**src/rtl/perm320_pkg.sv**
```systemverilog
package perm320_pkg;
  localparam int WORD_W  = 64;
  localparam int N_WORDS = 5;
  localparam int HALF_W  = WORD_W / 2;
  localparam int CONST_W = 8;

  typedef struct packed {
    logic load;      // accepted start: capture state, reset constants
    logic advance;   // one box round this cycle
    logic stepLast;  // last round of a step: mix and shuffle
    logic finish;    // last round of the last step: publish result
  } ctrlStrobes_t;

  function automatic logic [HALF_W-1:0] rotl(input logic [HALF_W-1:0] x, input int n);
    return (x << n) | (x >> (HALF_W - n));
  endfunction

  function automatic logic [WORD_W-1:0] boxRound(input logic [WORD_W-1:0] w, input logic rc);
    logic [HALF_W-1:0] hi, lo, nh;
    hi = w[WORD_W-1:HALF_W];
    lo = w[HALF_W-1:0];
    nh = ((rotl(hi, 5) & hi) ^ rotl(hi, 1)) ^ lo ^ {{(HALF_W-1){1'b1}}, rc};
    return {nh, hi};
  endfunction
endpackage

```
**src/rtl/perm320_ctrl.sv**
```systemverilog
module perm320_ctrl
  import perm320_pkg::*;
#(
  parameter int ROUNDS = 8,
  parameter int STEPS  = 16
) (
  input  logic         clk,
  input  logic         rstN,
  input  logic         startReq,
  output ctrlStrobes_t strobes,
  output logic         busy,
  output logic         done
);
  localparam int RW = (ROUNDS > 1) ? $clog2(ROUNDS) : 1;
  localparam int SW = (STEPS > 1) ? $clog2(STEPS) : 1;
  localparam logic [RW-1:0] LAST_ROUND = RW'(ROUNDS - 1);
  localparam logic [SW-1:0] LAST_STEP  = SW'(STEPS - 1);

  logic [RW-1:0] roundCnt;
  logic [SW-1:0] stepCnt;

  always_comb begin
    strobes.load     = startReq && !busy;
    strobes.advance  = busy;
    strobes.stepLast = busy && (roundCnt == LAST_ROUND);
    strobes.finish   = busy && (roundCnt == LAST_ROUND) && (stepCnt == LAST_STEP);
  end

  always_ff @(posedge clk or negedge rstN) begin
    if (!rstN) begin
      busy     <= 1'b0;
      done     <= 1'b0;
      roundCnt <= '0;
      stepCnt  <= '0;
    end else begin
      done <= strobes.finish;
      if (strobes.load) begin
        busy     <= 1'b1;
        roundCnt <= '0;
        stepCnt  <= '0;
      end else if (busy) begin
        if (strobes.stepLast) begin
          roundCnt <= '0;
          stepCnt  <= stepCnt + 1'b1;
        end else begin
          roundCnt <= roundCnt + 1'b1;
        end
        if (strobes.finish) busy <= 1'b0;
      end
    end
  end
endmodule

```
**src/rtl/perm320_constgen.sv**
```systemverilog
module perm320_constgen
  import perm320_pkg::*;
#(
  parameter int LFSR_W = 7
) (
  input  logic              clk,
  input  logic              rstN,
  input  ctrlStrobes_t      strobes,
  output logic [2:0]        rc,
  output logic [LFSR_W:0]   sc0,
  output logic [LFSR_W:0]   sc1,
  output logic [LFSR_W:0]   sc2
);
  logic [LFSR_W-1:0] seq;

  always_ff @(posedge clk or negedge rstN) begin
    if (!rstN)                seq <= '1;
    else if (strobes.load)    seq <= '1;
    else if (strobes.advance) seq <= {seq[LFSR_W-2:0], seq[LFSR_W-1] ^ seq[LFSR_W-2]};
  end

  assign rc  = seq[2:0];
  assign sc0 = {1'b0, seq};
  assign sc1 = {1'b1, seq};
  assign sc2 = {seq, 1'b1};
endmodule

```
**src/rtl/perm320_datapath.sv**
```systemverilog
module perm320_datapath
  import perm320_pkg::*;
(
  input  logic                      clk,
  input  logic                      rstN,
  input  ctrlStrobes_t              strobes,
  input  logic [2:0]                rc,
  input  logic [CONST_W-1:0]        sc0,
  input  logic [CONST_W-1:0]        sc1,
  input  logic [CONST_W-1:0]        sc2,
  input  logic [N_WORDS*WORD_W-1:0] stateIn,
  output logic [N_WORDS*WORD_W-1:0] stateOut
);
  localparam int STATE_W = N_WORDS * WORD_W;

  logic [WORD_W-1:0] word   [N_WORDS];
  logic [WORD_W-1:0] rounded[N_WORDS];
  logic [WORD_W-1:0] mixed  [N_WORDS];
  logic [WORD_W-1:0] nextW  [N_WORDS];
  logic [STATE_W-1:0] resultReg;

  // boxed words sit at even indices A(0), C(2), E(4); odd words pass through
  for (genvar g = 0; g < N_WORDS; g++) begin : gBox
    if (g % 2 == 0) begin : gRound
      assign rounded[g] = boxRound(word[g], rc[g/2]);
    end else begin : gPass
      assign rounded[g] = word[g];
    end
  end

  function automatic logic [WORD_W-1:0] extend(input logic [CONST_W-1:0] k);
    return {{(WORD_W-CONST_W){1'b1}}, k};
  endfunction

  always_comb begin
    mixed[0] = rounded[0];
    mixed[2] = rounded[2];
    mixed[1] = rounded[1] ^ rounded[2] ^ extend(sc0);
    mixed[3] = rounded[3] ^ rounded[4] ^ extend(sc1);
    mixed[4] = rounded[4] ^ rounded[0] ^ extend(sc2);
  end

  always_comb begin
    if (strobes.stepLast) begin
      nextW[0] = mixed[3];
      nextW[1] = mixed[2];
      nextW[2] = mixed[0];
      nextW[3] = mixed[4];
      nextW[4] = mixed[1];
    end else begin
      nextW = rounded;
    end
  end

  always_ff @(posedge clk or negedge rstN) begin
    if (!rstN) begin
      for (int i = 0; i < N_WORDS; i++) word[i] <= '0;
      resultReg <= '0;
    end else begin
      if (strobes.load) begin
        for (int i = 0; i < N_WORDS; i++)
          word[i] <= stateIn[STATE_W-1-i*WORD_W -: WORD_W];
      end else if (strobes.advance) begin
        word <= nextW;
      end
      if (strobes.finish)
        resultReg <= {nextW[0], nextW[1], nextW[2], nextW[3], nextW[4]};
    end
  end

  assign stateOut = resultReg;
endmodule

```
**src/rtl/perm320_core.sv**
```systemverilog
module perm320_core
  import perm320_pkg::*;
#(
  parameter int ROUNDS = 8,
  parameter int STEPS  = 16,
  parameter int LFSR_W = 7
) (
  input  logic                      clk,
  input  logic                      rstN,
  input  logic                      startReq,
  input  logic [N_WORDS*WORD_W-1:0] stateIn,
  output logic                      busy,
  output logic                      done,
  output logic [N_WORDS*WORD_W-1:0] stateOut
);
  ctrlStrobes_t       strobes;
  logic [2:0]         rc;
  logic [LFSR_W:0]    sc0, sc1, sc2;

  perm320_ctrl #(.ROUNDS(ROUNDS), .STEPS(STEPS)) uCtrl (
    .clk(clk), .rstN(rstN), .startReq(startReq),
    .strobes(strobes), .busy(busy), .done(done)
  );

  perm320_constgen #(.LFSR_W(LFSR_W)) uConst (
    .clk(clk), .rstN(rstN), .strobes(strobes),
    .rc(rc), .sc0(sc0), .sc1(sc1), .sc2(sc2)
  );

  perm320_datapath uPath (
    .clk(clk), .rstN(rstN), .strobes(strobes), .rc(rc),
    .sc0(sc0), .sc1(sc1), .sc2(sc2),
    .stateIn(stateIn), .stateOut(stateOut)
  );
endmodule

```
**config.mk**
```make
export PLATFORM = sky130hd
export DESIGN_NAME = perm320_core
export DESIGN_NICKNAME = d
export VERILOG_FILES = /design/src/rtl/perm320_pkg.sv /design/src/rtl/perm320_ctrl.sv /design/src/rtl/perm320_constgen.sv /design/src/rtl/perm320_datapath.sv /design/src/rtl/perm320_core.sv
export SDC_FILE = /design/constraint.sdc
export NUM_CORES = 1
export LEC_CHECK = 0
export BUFFER_PORTS_ARGS = -buffer_cell sky130_fd_sc_hd__buf_2
export CAP_MARGIN = 40
export CORE_AREA = 2 2 252 254
export DETAILED_ROUTE_END_ITERATION = 8
export DIE_AREA = 0 0 254 256
export GPL_TIMING_DRIVEN = 0
export PLACE_DENSITY = 0.8
export SLEW_MARGIN = 20
export SYNTH_ARGS = -nofsm -noshare
export SYNTH_HDL_FRONTEND = slang
export SYNTH_HIERARCHICAL = 1
export SYNTH_SLANG_ARGS = --single-unit
```
**constraint.sdc**
```tcl
create_clock -name clk -period 3.7 [get_ports clk]
set_clock_uncertainty 0.2 [all_clocks]
set_input_delay 0.555 -clock clk [delete_from_list [all_inputs] [get_ports clk]]
set_output_delay 0.555 -clock clk [all_outputs]
set_load 0.005 [all_outputs]
```
Yosys cells after proc, flatten, opt, wreduce, memory -nomap -nowiden
Index checks and enable logic that the tools add are counted.
{"block": "op_classes", "order_cmp": 0, "add_sub_neg": 2, "eq_ne": 2, "n_mux": 14, "mul": 0, "bitwise": 25, "reduce_logical": 7, "shift": 0, "div_mod_pow": 0}
{"cell": "$mux 320", "n": 3}
{"cell": "$xor 64x64->64", "n": 6}
{"cell": "$xor 32x32->32", "n": 9}
{"cell": "$and 32x32->32", "n": 3}
{"cell": "$or 32x1->32", "n": 3}
{"cell": "$or 32x5->32", "n": 3}
{"cell": "$mux 7", "n": 2}
{"cell": "$mux 4", "n": 3}
{"cell": "$mux 3", "n": 3}
{"cell": "$add 4x1->4 const B", "n": 1}
{"cell": "$eq 4x4->1 const B", "n": 1}
{"cell": "$reduce_bool 2->1", "n": 2}
{"cell": "$add 3x1->3 const B", "n": 1}
{"cell": "$eq 3x3->1 const B", "n": 1}
{"cell": "$logic_and 1x1->1", "n": 3}
{"cell": "$mux 1", "n": 3}
{"cell": "$reduce_and 2->1", "n": 1}
{"cell": "$logic_not 1->1", "n": 1}
{"cell": "$xor 1x1->1", "n": 1}
{"block": "word_totals", "output_inout_bits": 322, "in_bits": 323, "latchBits": 0, "n_memories": 0, "ram_bits": 0, "ff_bits": 656, "mem_bits_ro": 0}

Longest topological paths before layout
{"block": "logic_depth", "ltp_word": 10, "mapped_depth": 12, "mapped_depth_nobuf": 7}

Modules after synthesis
The synthesis kept the hierarchy.
{"module": "perm320_datapath", "seq_area_each_um2": 16015.4, "area_per_inst_um2": 33927.5, "instances": 1, "cells_each": 3619}
{"module": "perm320_constgen", "seq_area_each_um2": 183.9, "area_per_inst_um2": 459.2, "instances": 1, "cells_each": 46}
{"module": "perm320_ctrl", "seq_area_each_um2": 225.2, "area_per_inst_um2": 454.2, "instances": 1, "cells_each": 35}

Worst setup path after synthesis
No wires, ideal clock.
{"block": "synth_timing", "path_kind": "reg2reg", "from": "register uCtrl.roundCnt[0]", "to": "register uPath.resultReg[35] (netlist: uPath/stateOut[35])", "path_slack_ns": 1.185, "synth_period_minus_slack_ns": 2.515, "t_arrival_ns": 2.219, "setup_ns": 0.095, "stages_incl_launch_ff": 13, "path_cell_list": "dfrtp_1 > ha_1 > ha_1 > and2_4 > buf_8 > and4_1 > clkbuf_1 > inv_2 > buf_2 > buf_2 > clkbuf_1 > nand2_1 > o31ai_1"}
{"item": "start: declaration", "line_no": "perm320_ctrl.sv:19", "source": "logic [RW-1:0] roundCnt;"}
{"item": "start signal: assignment", "line_no": "perm320_ctrl.sv:46", "source": "roundCnt <= roundCnt + 1'b1;"}
{"item": "end signal: assignment", "line_no": "perm320_datapath.sv:67", "source": "resultReg <= {nextW[0], nextW[1], nextW[2], nextW[3], nextW[4]};"}
{"item": "end: declaration", "line_no": "perm320_datapath.sv:20", "source": "logic [STATE_W-1:0] resultReg;"}

==> reports/qor.log <==
[final_layout] number of non-filler instances in the completed layout 5582
[outcome] failing checks negative setup slack
[final_layout] FILL cells 4793
[detailed_routing] WL per Instance 29.3 microns
[placed_design] placed instance count 5212
[placed_design] routability-driven placement congestion ratio 1.03
[sta] Max-Slew Margin vs Limit 37.3%
[grt] gr ovfl total 0
[power] worst vdd ir 0.504 mV
[sta] unrepaired setup endpoints after global routing false
[sta] worst slew pin tran 0.941 ns
[clock_network] number of buffers inserted during clock tree synthesis 72
[floorplanning] initial cell density of the core 55.8%
[sta] final count of negative-setup-slack endpoints 21
[floorplanning] Die Height 256 microns
[floorplanning] number of core rows 92
[grt] number of antenna violations at the first check in global routing 11
[floorplanning] area of the core region 62400 sq um
[outcome] run status finished with violations
[detailed_routing] total DRC errors in the routed layout 0
[final_layout] proportion of layout cells with a drive suffix above 1 23.2%
[detailed_routing] post-detailed-route count of antenna-violating nets 0
[synth] fraction of registers with async set or reset after synthesis 100%
[grt] pin count of the biggest net entering global routing 97
[clock_network] clock root buffer clkbuf_16
[synth] Syn. warnings 6
[sta] hold violation total from the final report 0
[setup_path] arrival time of data at the critical path endpoint 4.12 ns
[placed_design] Port Buffers 644
[hold_path] class of the most critical hold timing path in2reg
[synth] Mapped Avg Cell Area 9.42 sq um
[clock_network] Longest Clk Path Bufs 3
[setup_path] Worst Path Required 4.01 ns
[synth] Syn Inst Count 3700
[power] Final Total Pwr 0.0443 W
[placed_design] post-detail-place hpwl 122000 microns
[clock_network] TritonCTS clock tree done
[sta] worst hold-check slack 0.0129 ns
[final_layout] fin nets 5000
[grt] Global Route Usage Sum 49.3%
[synth] post-synthesis cell area 34800 sq um
[synth] sequential fraction of the synthesis area 47.1%
[synth] Synth cell types 45
[setup_path] kind of end point of the critical path register
[grt] vias in the first global route 33.7k
[sta] highest attainable clock frequency 0.263 GHz
[detailed_routing] number of iterations in the first detailed-routing pass 6
[detailed_routing] per-cell via count in the routed design 6.28
[floorplanning] Die Span X 254 microns
[power] total power density per cell area 997 nW/um^2
[grt] wire length of the first global-routing pass 229000 microns
[synth] Seq cells post-synth 656
[clock_network] Clk pin slew, worst setup/hold paths 0.06 ns
[setup_path] critical path class reg2reg
[final_layout] Layout area overhead 27.5%
[clock_network] setup repair bufs after CTS 0
[setup_path] Worst Setup Start Kind register
[clock_network] level count of the clock H-tree 3
[floorplanning] full die area 65000 sq um
[sta] time the final worst path needs with I/O delays and setup 3.81 ns
[flow_run] max-cap viol count 0
[setup_path] worst-path maximum fanout 10
[detailed_routing] wire length reported by the detailed router 163000 microns
[clock_network] Skew-Pair Late Insertion Delay 0.63 ns
[floorplanning] number of top-level pins 645
[power] static leakage 20.7 nW
[sta] max-slew violation count 0
[detailed_routing] violation count after the first detailed-routing iteration 5833
[synth] Post-synth top flop dfrtp_1
[clock_network] CTS Sinks 656
[sta] Final period util 103%
[sta] PnR worst setup slack -0.109 ns
[synth] EDFF count, synth 0
[detailed_routing] total vias in the final route 35.1k
## cell type report
cell class | count | area [sq um] | share of cell area [%]
diodes | 4 | 10.0 | 0.0225
plain buffers | 364 | 1720 | 3.88
clock buffers | 104 | 2170 | 4.88
clock inverters | 28 | 357 | 0.803
inverters | 37 | 139 | 0.313
multi-input cells | 2644 | 16600 | 37.4
flip-flops and latches | 656 | 16400 | 37.0
well taps | 846 | 1060 | 2.38
repair buffers | 899 | 5950 | 13.4
## kinds of logic after synthesis
kind of cell             Yosys count  share of synthesized area (%)
AND/OR/NAND/NOR                  963                           12.0
buffers and inverters            401                           5.24
multiplexers                     362                           10.7
AO/OA/AOI/OAI                    903                           13.8
adder cells (fa/ha/maj)            3                          0.108
other                              2                         0.0216
XOR/XNOR                         410                           11.0
flip-flops                       656                           47.1
## registers in the layout (all words and copies together) (netlist names)
signal          flops
uCtrl/busy          1
uConst/seq          7
uPath/mixed        64
uPath/rounded     160
uCtrl/done          1
uCtrl/stepCnt       4
uPath/word         96
uCtrl/roundCnt      3
uPath/stateOut    320
## placed cells by master, fill, tap and decap left out, drive strengths merged, types with 4 or more instances in the layout
cell         instances
buf                850
dfrtp              649
nand2              519
o21ai              448
a21oi              351
xnor2              312
mux2i              295
clkbuf             286
nor2               274
dlygate4sd3        230
xor2                97
nor3b               96
mux2                67
nor2b               64
o31ai               62
inv                 40
a21o                17
a211oi              16
clkinv              15
bufinv               8
dfstp                7
diode                4
## power by group
group / internal (W) / switching, W / leakage, nW
registers: 0.0101 / 0.00204 / 8.35
logic: 0.00965 / 0.0147 / 11.1
clock network: 0.00464 / 0.00316 / 1.25
total: 0.0244 / 0.0199 / 20.7
## cells in the mapped netlist, types with 2 or more instances
master,count,area [sq um]
conb_1,2,7.51
a211oi_1,16,120
buf_6,2,22.5
buf_2,135,676
buf_4,33,248
nor2b_1,64,400
clkbuf_1,179,672
o21ai_0,445,2230
ha_1,3,37.5
o221ai_1,2,17.5
a21oi_1,350,1750
buf_1,14,52.6
dfstp_2,7,184
nor2_1,274,1030
o31ai_1,62,465
mux2_2,65,732
xor2_1,96,841
o21ai_1,2,10.0
mux2_4,2,30.0
a22o_1,3,26.3
inv_1,36,135
nor3b_1,96,721
xnor2_2,31,504
mux2i_1,295,2950
nand2b_1,2,12.5
nand2_1,519,1950
xnor2_1,281,2460
dfrtp_1,649,16200
and2_4,2,17.5
nor3_1,2,10.0
a21o_1,17,128
## metal layers
metal / track usage [%] / wire length (microns)
met5: 0 / 59
met4: 32.3 / 12900
met3: 19.0 / 25800
met2: 71.8 / 69500
met1: 60.9 / 55100
## path summary, 6_finish.rpt
kind | startpoint | endpoint | slack, ns | depth (start not counted)
worst max-delay path | uCtrl/roundCnt[0] | uPath/stateOut[252] | -0.11 | 13
worst min-delay path | stateIn[302] | uPath/mixed[270] | 0.01 | 3
worst max register to register | uCtrl/roundCnt[0] | uPath/stateOut[252] | -0.11 | 13
worst min register to register | uPath/stateOut[175] | uPath/stateOut[175] | 0.28 | 2
max in group asynchronous | rstN | uPath/rounded[87] | 1.50 | 5
min in group asynchronous | rstN | uCtrl/roundCnt[1] | 0.25 | 2
## stage by stage
| step | setup WS (ns) | TNS, ns | cell area [sq um] | utilization, % |
|---|---|---|---|---|
| 5_1_grt | 0.00264 | 0 | 44400 | 71.2 |
| 3_5_place_dp | -0.576 | -71.79 | 39500 | 63.3 |
| 2_1_floorplan | 1.19 | 0 | 34800 | - |
| 4_1_cts | 0.0109 | 0 | 44400 | 71.1 |
| 6_report | -0.109 | -0.815 | 44400 | 71.2 |
| 3_3_place_gp | -12.23 | -7989.06 | 39100 | 62.7 |
## worst max-delay path: stages (launching register included)
cell and delay [ns]:
dfrtp_1 0.37, ha_1 0.20, ha_1 0.20, and2_4 0.17
buf_8 0.15, and4_1 0.31, clkbuf_2 0.31, inv_2 0.33
buf_2 0.41, buf_4 0.37, clkbuf_2 0.31, buf_6 0.20
nand2_1 0.05, o21ai_0 0.11
## repair_timing
action,4_1_cts,5_1_grt
gates cloned,0,0
hold buffers,230,0
gates resized for setup,12,23
endpoints found under the hold margin,277,0
endpoints found under the setup margin,241,110
No activity file was read; power rests on OpenSTA's default activity.
